$ cat config.mk
export PLATFORM = sky130hd
export DESIGN_NAME = lp_power_ctrl
export DESIGN_NICKNAME = d
export VERILOG_FILES = /design/src/rtl/lp_pkg.sv /design/src/rtl/lp_sync.sv /design/src/rtl/lp_fsm.sv /design/src/rtl/lp_power_ctrl.sv
export SDC_FILE = /design/constraint.sdc
export NUM_CORES = 1
export LEC_CHECK = 0
export BUFFER_PORTS_ARGS = -buffer_cell sky130_fd_sc_hd__buf_2
export CAP_MARGIN = 20
export CORE_AREA = 2 2 39 41
export CTS_CLUSTER_SIZE = 12
export DETAILED_ROUTE_END_ITERATION = 10
export DIE_AREA = 0 0 41 43
export GPL_TIMING_DRIVEN = 1
export REMOVE_ABC_BUFFERS = 1
export SLEW_MARGIN = 20
export SYNTH_ARGS = -nofsm -noshare
export SYNTH_HDL_FRONTEND = slang
export SYNTH_SLANG_ARGS = --single-unit
$ cat constraint.sdc
create_clock -name clk -period 1.08 [get_ports clk]
set_input_delay 0.216 -clock clk [delete_from_list [all_inputs] [get_ports clk]]
set_output_delay 0.216 -clock clk [all_outputs]
set_load 0.03 [all_outputs]
$ cat src/rtl/lp_pkg.sv
package lp_pkg;

    typedef enum logic [1:0] {
        ST_RUN   = 2'b00,
        ST_GRANT = 2'b01,
        ST_NAP   = 2'b10
    } pstate_e;

    typedef struct packed {
        pstate_e st;
        logic    snp_ack;
        logic    irq_ack;
    } seq_regs_t;

endpackage

$ cat src/rtl/lp_sync.sv
module lp_sync #(
    parameter int          WIDTH     = 2,
    parameter int          STAGES    = 2,
    parameter logic [WIDTH-1:0] IDLE_VAL = '1
) (
    input  logic             clk,
    input  logic             rst_n,
    input  logic [WIDTH-1:0] async_i,
    output logic [WIDTH-1:0] sync_o
);
    logic [WIDTH-1:0] chain_q [STAGES];

    genvar s;
    generate
        for (s = 0; s < STAGES; s++) begin : g_stage
            always_ff @(posedge clk or negedge rst_n) begin
                if (!rst_n) begin
                    chain_q[s] <= IDLE_VAL;
                end else if (s == 0) begin
                    chain_q[s] <= async_i;
                end else begin
                    chain_q[s] <= chain_q[(s == 0) ? 0 : s-1];
                end
            end
        end
    endgenerate

    assign sync_o = chain_q[STAGES-1];
endmodule

$ cat src/rtl/lp_fsm.sv
module lp_fsm
    import lp_pkg::*;
(
    input  logic    clk,
    input  logic    rst_n,
    input  logic    stop_act,
    input  logic    nap_act,
    input  logic    snoop_req,
    input  logic    intr_req,
    output pstate_e st_o,
    output logic    snp_ack_o,
    output logic    irq_ack_o
);
    seq_regs_t r_d, r_q;
    logic      awake;

    always_comb begin
        r_d   = r_q;
        awake = (r_q.st != ST_NAP);
        unique case (r_q.st)
            ST_RUN: begin
                if (stop_act) r_d.st = ST_GRANT;
            end
            ST_GRANT: begin
                if (!stop_act)    r_d.st = ST_RUN;
                else if (nap_act) r_d.st = ST_NAP;
            end
            ST_NAP: begin
                if (!nap_act) r_d.st = ST_GRANT;
            end
            default: r_d.st = ST_RUN;
        endcase
        r_d.snp_ack = snoop_req & awake;
        r_d.irq_ack = intr_req & awake;
    end

    always_ff @(posedge clk or negedge rst_n) begin
        if (!rst_n) begin
            r_q <= '{st: ST_RUN, snp_ack: 1'b0, irq_ack: 1'b0};
        end else begin
            r_q <= r_d;
        end
    end

    assign st_o      = r_q.st;
    assign snp_ack_o = r_q.snp_ack;
    assign irq_ack_o = r_q.irq_ack;
endmodule

$ cat src/rtl/lp_power_ctrl.sv
module lp_power_ctrl
    import lp_pkg::*;
#(
    parameter int SYNC_STAGES = 2
) (
    input  logic       clk,
    input  logic       rst_n,
    input  logic       stpclk_n,
    input  logic       sleep_n,
    input  logic       snoop_req,
    input  logic       intr_req,
    output logic       core_clk_en,
    output logic       bus_clk_en,
    output logic       intc_clk_en,
    output logic       pll_en,
    output logic [1:0] pstate,
    output logic       snoop_ack,
    output logic       intr_ack
);
    localparam int NPIN = 2;

    logic [NPIN-1:0] pins_sync;
    pstate_e         cur_st;

    lp_sync #(
        .WIDTH   (NPIN),
        .STAGES  (SYNC_STAGES),
        .IDLE_VAL({NPIN{1'b1}})
    ) u_sync (
        .clk    (clk),
        .rst_n  (rst_n),
        .async_i({stpclk_n, sleep_n}),
        .sync_o (pins_sync)
    );

    lp_fsm u_fsm (
        .clk      (clk),
        .rst_n    (rst_n),
        .stop_act (~pins_sync[1]),
        .nap_act  (~pins_sync[0]),
        .snoop_req(snoop_req),
        .intr_req (intr_req),
        .st_o     (cur_st),
        .snp_ack_o(snoop_ack),
        .irq_ack_o(intr_ack)
    );

    always_comb begin
        core_clk_en = (cur_st == ST_RUN);
        bus_clk_en  = (cur_st != ST_NAP);
        intc_clk_en = (cur_st != ST_NAP);
        pll_en      = 1'b1;
        pstate      = cur_st;
    end
endmodule

==> results.yml <==
pwr:
  p_leak_uw: 0.000206
  total_power_uw: 769
  power.density_mw_per_mm2: 1770
  vdd_drop_max_mv: 0.738
timing:
  final_hold_viol_count: 0
  fin_ws_ns: -0.114
  timing.final.crit_share: 1.11
  fmax_ghz: 0.837
  final_max_slew_viol_count: 0
  period_needed_ns: 1.19
  skew_ns: 0.0107
  rsz0062_at_grt: "true"
  setup_viol: 4
die:
  design.portCount: 14
  fp-row-count: 14
  dieArea_mm2: 0.00176
  die_width_um: 41
  fp.coreArea_mm2: 0.00138
  start_util: 0.199
  die_h_um: 43
logic_synthesis:
  netlist_area_um2: 275
  yosys_warnings: 0
  synthCells: 21
  synth_top_area_cell: "dfstp_2"
  synthFlopType: "dfstp_2"
  syn_avg_cell_area_um2: 13.1
  synthArstFlopShare: 1.00
  synth_seq_cells: 8
  ys_top_cells_by_area: "dfstp_2 (38%), dfrtp_1 (36%), buf_4 (5.5%)"
  synth_enable_flop_cells: 0
  yosys-top-cells-count: "dfrtp_1 (4), dfstp_2 (4)"
  yosysSeqAreaShare: 0.745
  synth_top_area_frac: 0.382
  synth_cell_type_count: 11
worst_setup_path:
  end_kind: "output port"
  rr_startpoint: "u_fsm.st_o[1]"
  cp_num_buf_inv: 1
  rr_endpoint: "u_fsm.st_o[1]"
  crit_path_start_kind: "flip-flop"
  crit_chain: "nand2b_4, buf_6"
  cp.depth: 2
  crit_path_max_fanout: 4
  critPathTopFamily: "flip-flops"
  crit_path_start: "u_fsm.st_o[0]"
  regToRegSetupSlack_ns: 0.08
  slowest_delay_ns: 0.41
  cp-endpoint: "bus_clk_en"
  criticalPathCategory: "reg2out"
  cp_slowest_cell: "dfrtp_1"
  crit_arrival_ns: 0.98
  rr_worst_depth: 4
  cp.required_ns: 0.86
status:
  violations: "negative setup slack"
  status: "finished with violations"
placement:
  place_congestion: 0.505
  port_buffers: 12
  dp.cells: 47
  dpl.hpwl_um: 331
  placed_cell_area_um2: 340
detailed_routing:
  wl_per_cell_um: 10.1
  drt-met1-wl_um: 171
  wl_met3_um: 80
  drc: 0
  highest_layer: "met3"
  final_antenna_net_count: 0
  drtIter0Drc: 1
  wl_met2_um: 302
  first_pass_iters: 2
  vias: 210
  wl_um: 554
  vias_per_cell: 3.82
global_routing:
  track_usage: 0.0789
  grt_pass1_vias: 210
  grt_overflow: 0
  grt_max_degree: 9
  grt_pass1_wl_um: 807
  grt_antenna_before_repair: 0
clock_tree:
  root_buffer: "clkbuf_4"
  clk_latency_ns: 0.26
  cts_max_level: 1
  cts_tree: "yes"
  clk_pin_slew_ns: 0.06
  numCtsBuffers: 3
  cts_buffer_depth: 2
  clock_sinks: 8
worst_hold_path:
  min_path_type: "in2reg"
finish:
  syn2layout_area_growth_pct: 58.2
  diodes: 0
  stdcell_area_um2: 435
  nets: 46
  finalNonFillerCells: 55
  final_layout_size_suffix_gt1_frac: 0.667
job:
  drv_cap: 0
==> worst register-to-register path, delay by kind of cell (launching register included) <==
kind | cells | cell delay, ns
compound gates | 1 | 0.13
buf+inv | 1 | 0.16
flops | 1 | 0.45
simple gates | 2 | 0.20
==> power by group <==
group | switching, uW | internal [uW] | total (uW)
clock network | 100 | 141 | 242
registers | 17.6 | 330 | 347
logic | 101 | 78.7 | 180
==> how the worst min path moves through the flow <==
| stage | slack (ns) | to | start | cells past startpoint |
|---|---|---|---|---|
| floorplan | -0.08 | u_fsm.irq_ack_o | rst_n | 0 |
| global placement | 0.06 | u_fsm.snp_ack_o | rst_n | 1 |
| detailed placement | 0.07 | u_fsm.st_o[1] | rst_n | 1 |
| CTS | 0.06 | u_sync.chain_q[2] | sleep_n | 1 |
| global route | 0.04 | u_sync.chain_q[3] | stpclk_n | 1 |
| finish | 0.07 | u_sync.chain_q[3] | stpclk_n | 1 |
==> kinds of logic after synthesis <==
| group | Yosys count | share of synthesized area |
|---|---|---|
| other | 1 | 0.0136 |
| DFF | 8 | 0.745 |
| AOI/OAI and AO/OA | 3 | 0.0545 |
| and+or+nand+nor | 7 | 0.132 |
| buffers and inverters | 2 | 0.0545 |
==> metal layers <==
layer	up-vias	GRT usage
met5	-	0
met4	0	0.0400
met3	0	0.0942
met2	17	0.128
met1	96	0.0429
li1	97	-
==> state kept, by name, summed over array words and instances, names as in the netlist <==
signal and count:
u_fsm.irq_ack_o 1, u_fsm.st_o 2, u_sync.chain_q 2, u_fsm.snp_ack_o 1, u_sync.sync_o 2
==> stage by stage <==
| step | TNS [ns] | util | worst slack [ns] | hold WS, ns |
|---|---|---|---|---|
| after floorplan | -1.66 | - | -0.378 | -0.0796 |
| after global placement | 0 | 0.246 | 0.0998 | 0.0627 |
| after global routing | -0.617 | 0.315 | -0.170 | 0.0431 |
| final | -0.330 | 0.315 | -0.114 | 0.0659 |
| after detailed placement | 0 | 0.246 | 0.0638 | 0.0666 |
| after CTS | -0.304 | 0.310 | -0.102 | 0.0558 |
==> repair_timing <==
item	CTS	global route
endpoints found under the hold margin	4	0
pin swaps	0	0
hold buffers	1	0
setup buffers	3	0
resized for setup	9	2
endpoints found under the setup margin	5	5
==> cell type report <==
cell class                 instances  area [um^2]
clock buffer                       4         26.3
tap                               16         20.0
sequential                         8          206
fill                             142          948
multi-input combinational         11         65.1
timing repair buffer              16          118
==> cells in the final DEF, fill, tap and decap left out <==
cell           count
nand2b_4           1
dfstp_2            4
dfrtp_1            3
buf_6              4
o21ai_1            1
clkbuf_1           1
buf_2              8
dlygate4sd3_1      1
conb_1             1
nand2_1            2
dfrtp_2            1
and2_1             2
nor2_2             2
clkbuf_4           3
a21oi_1            2
buf_4              3
(Power assumes the default switching activity.)
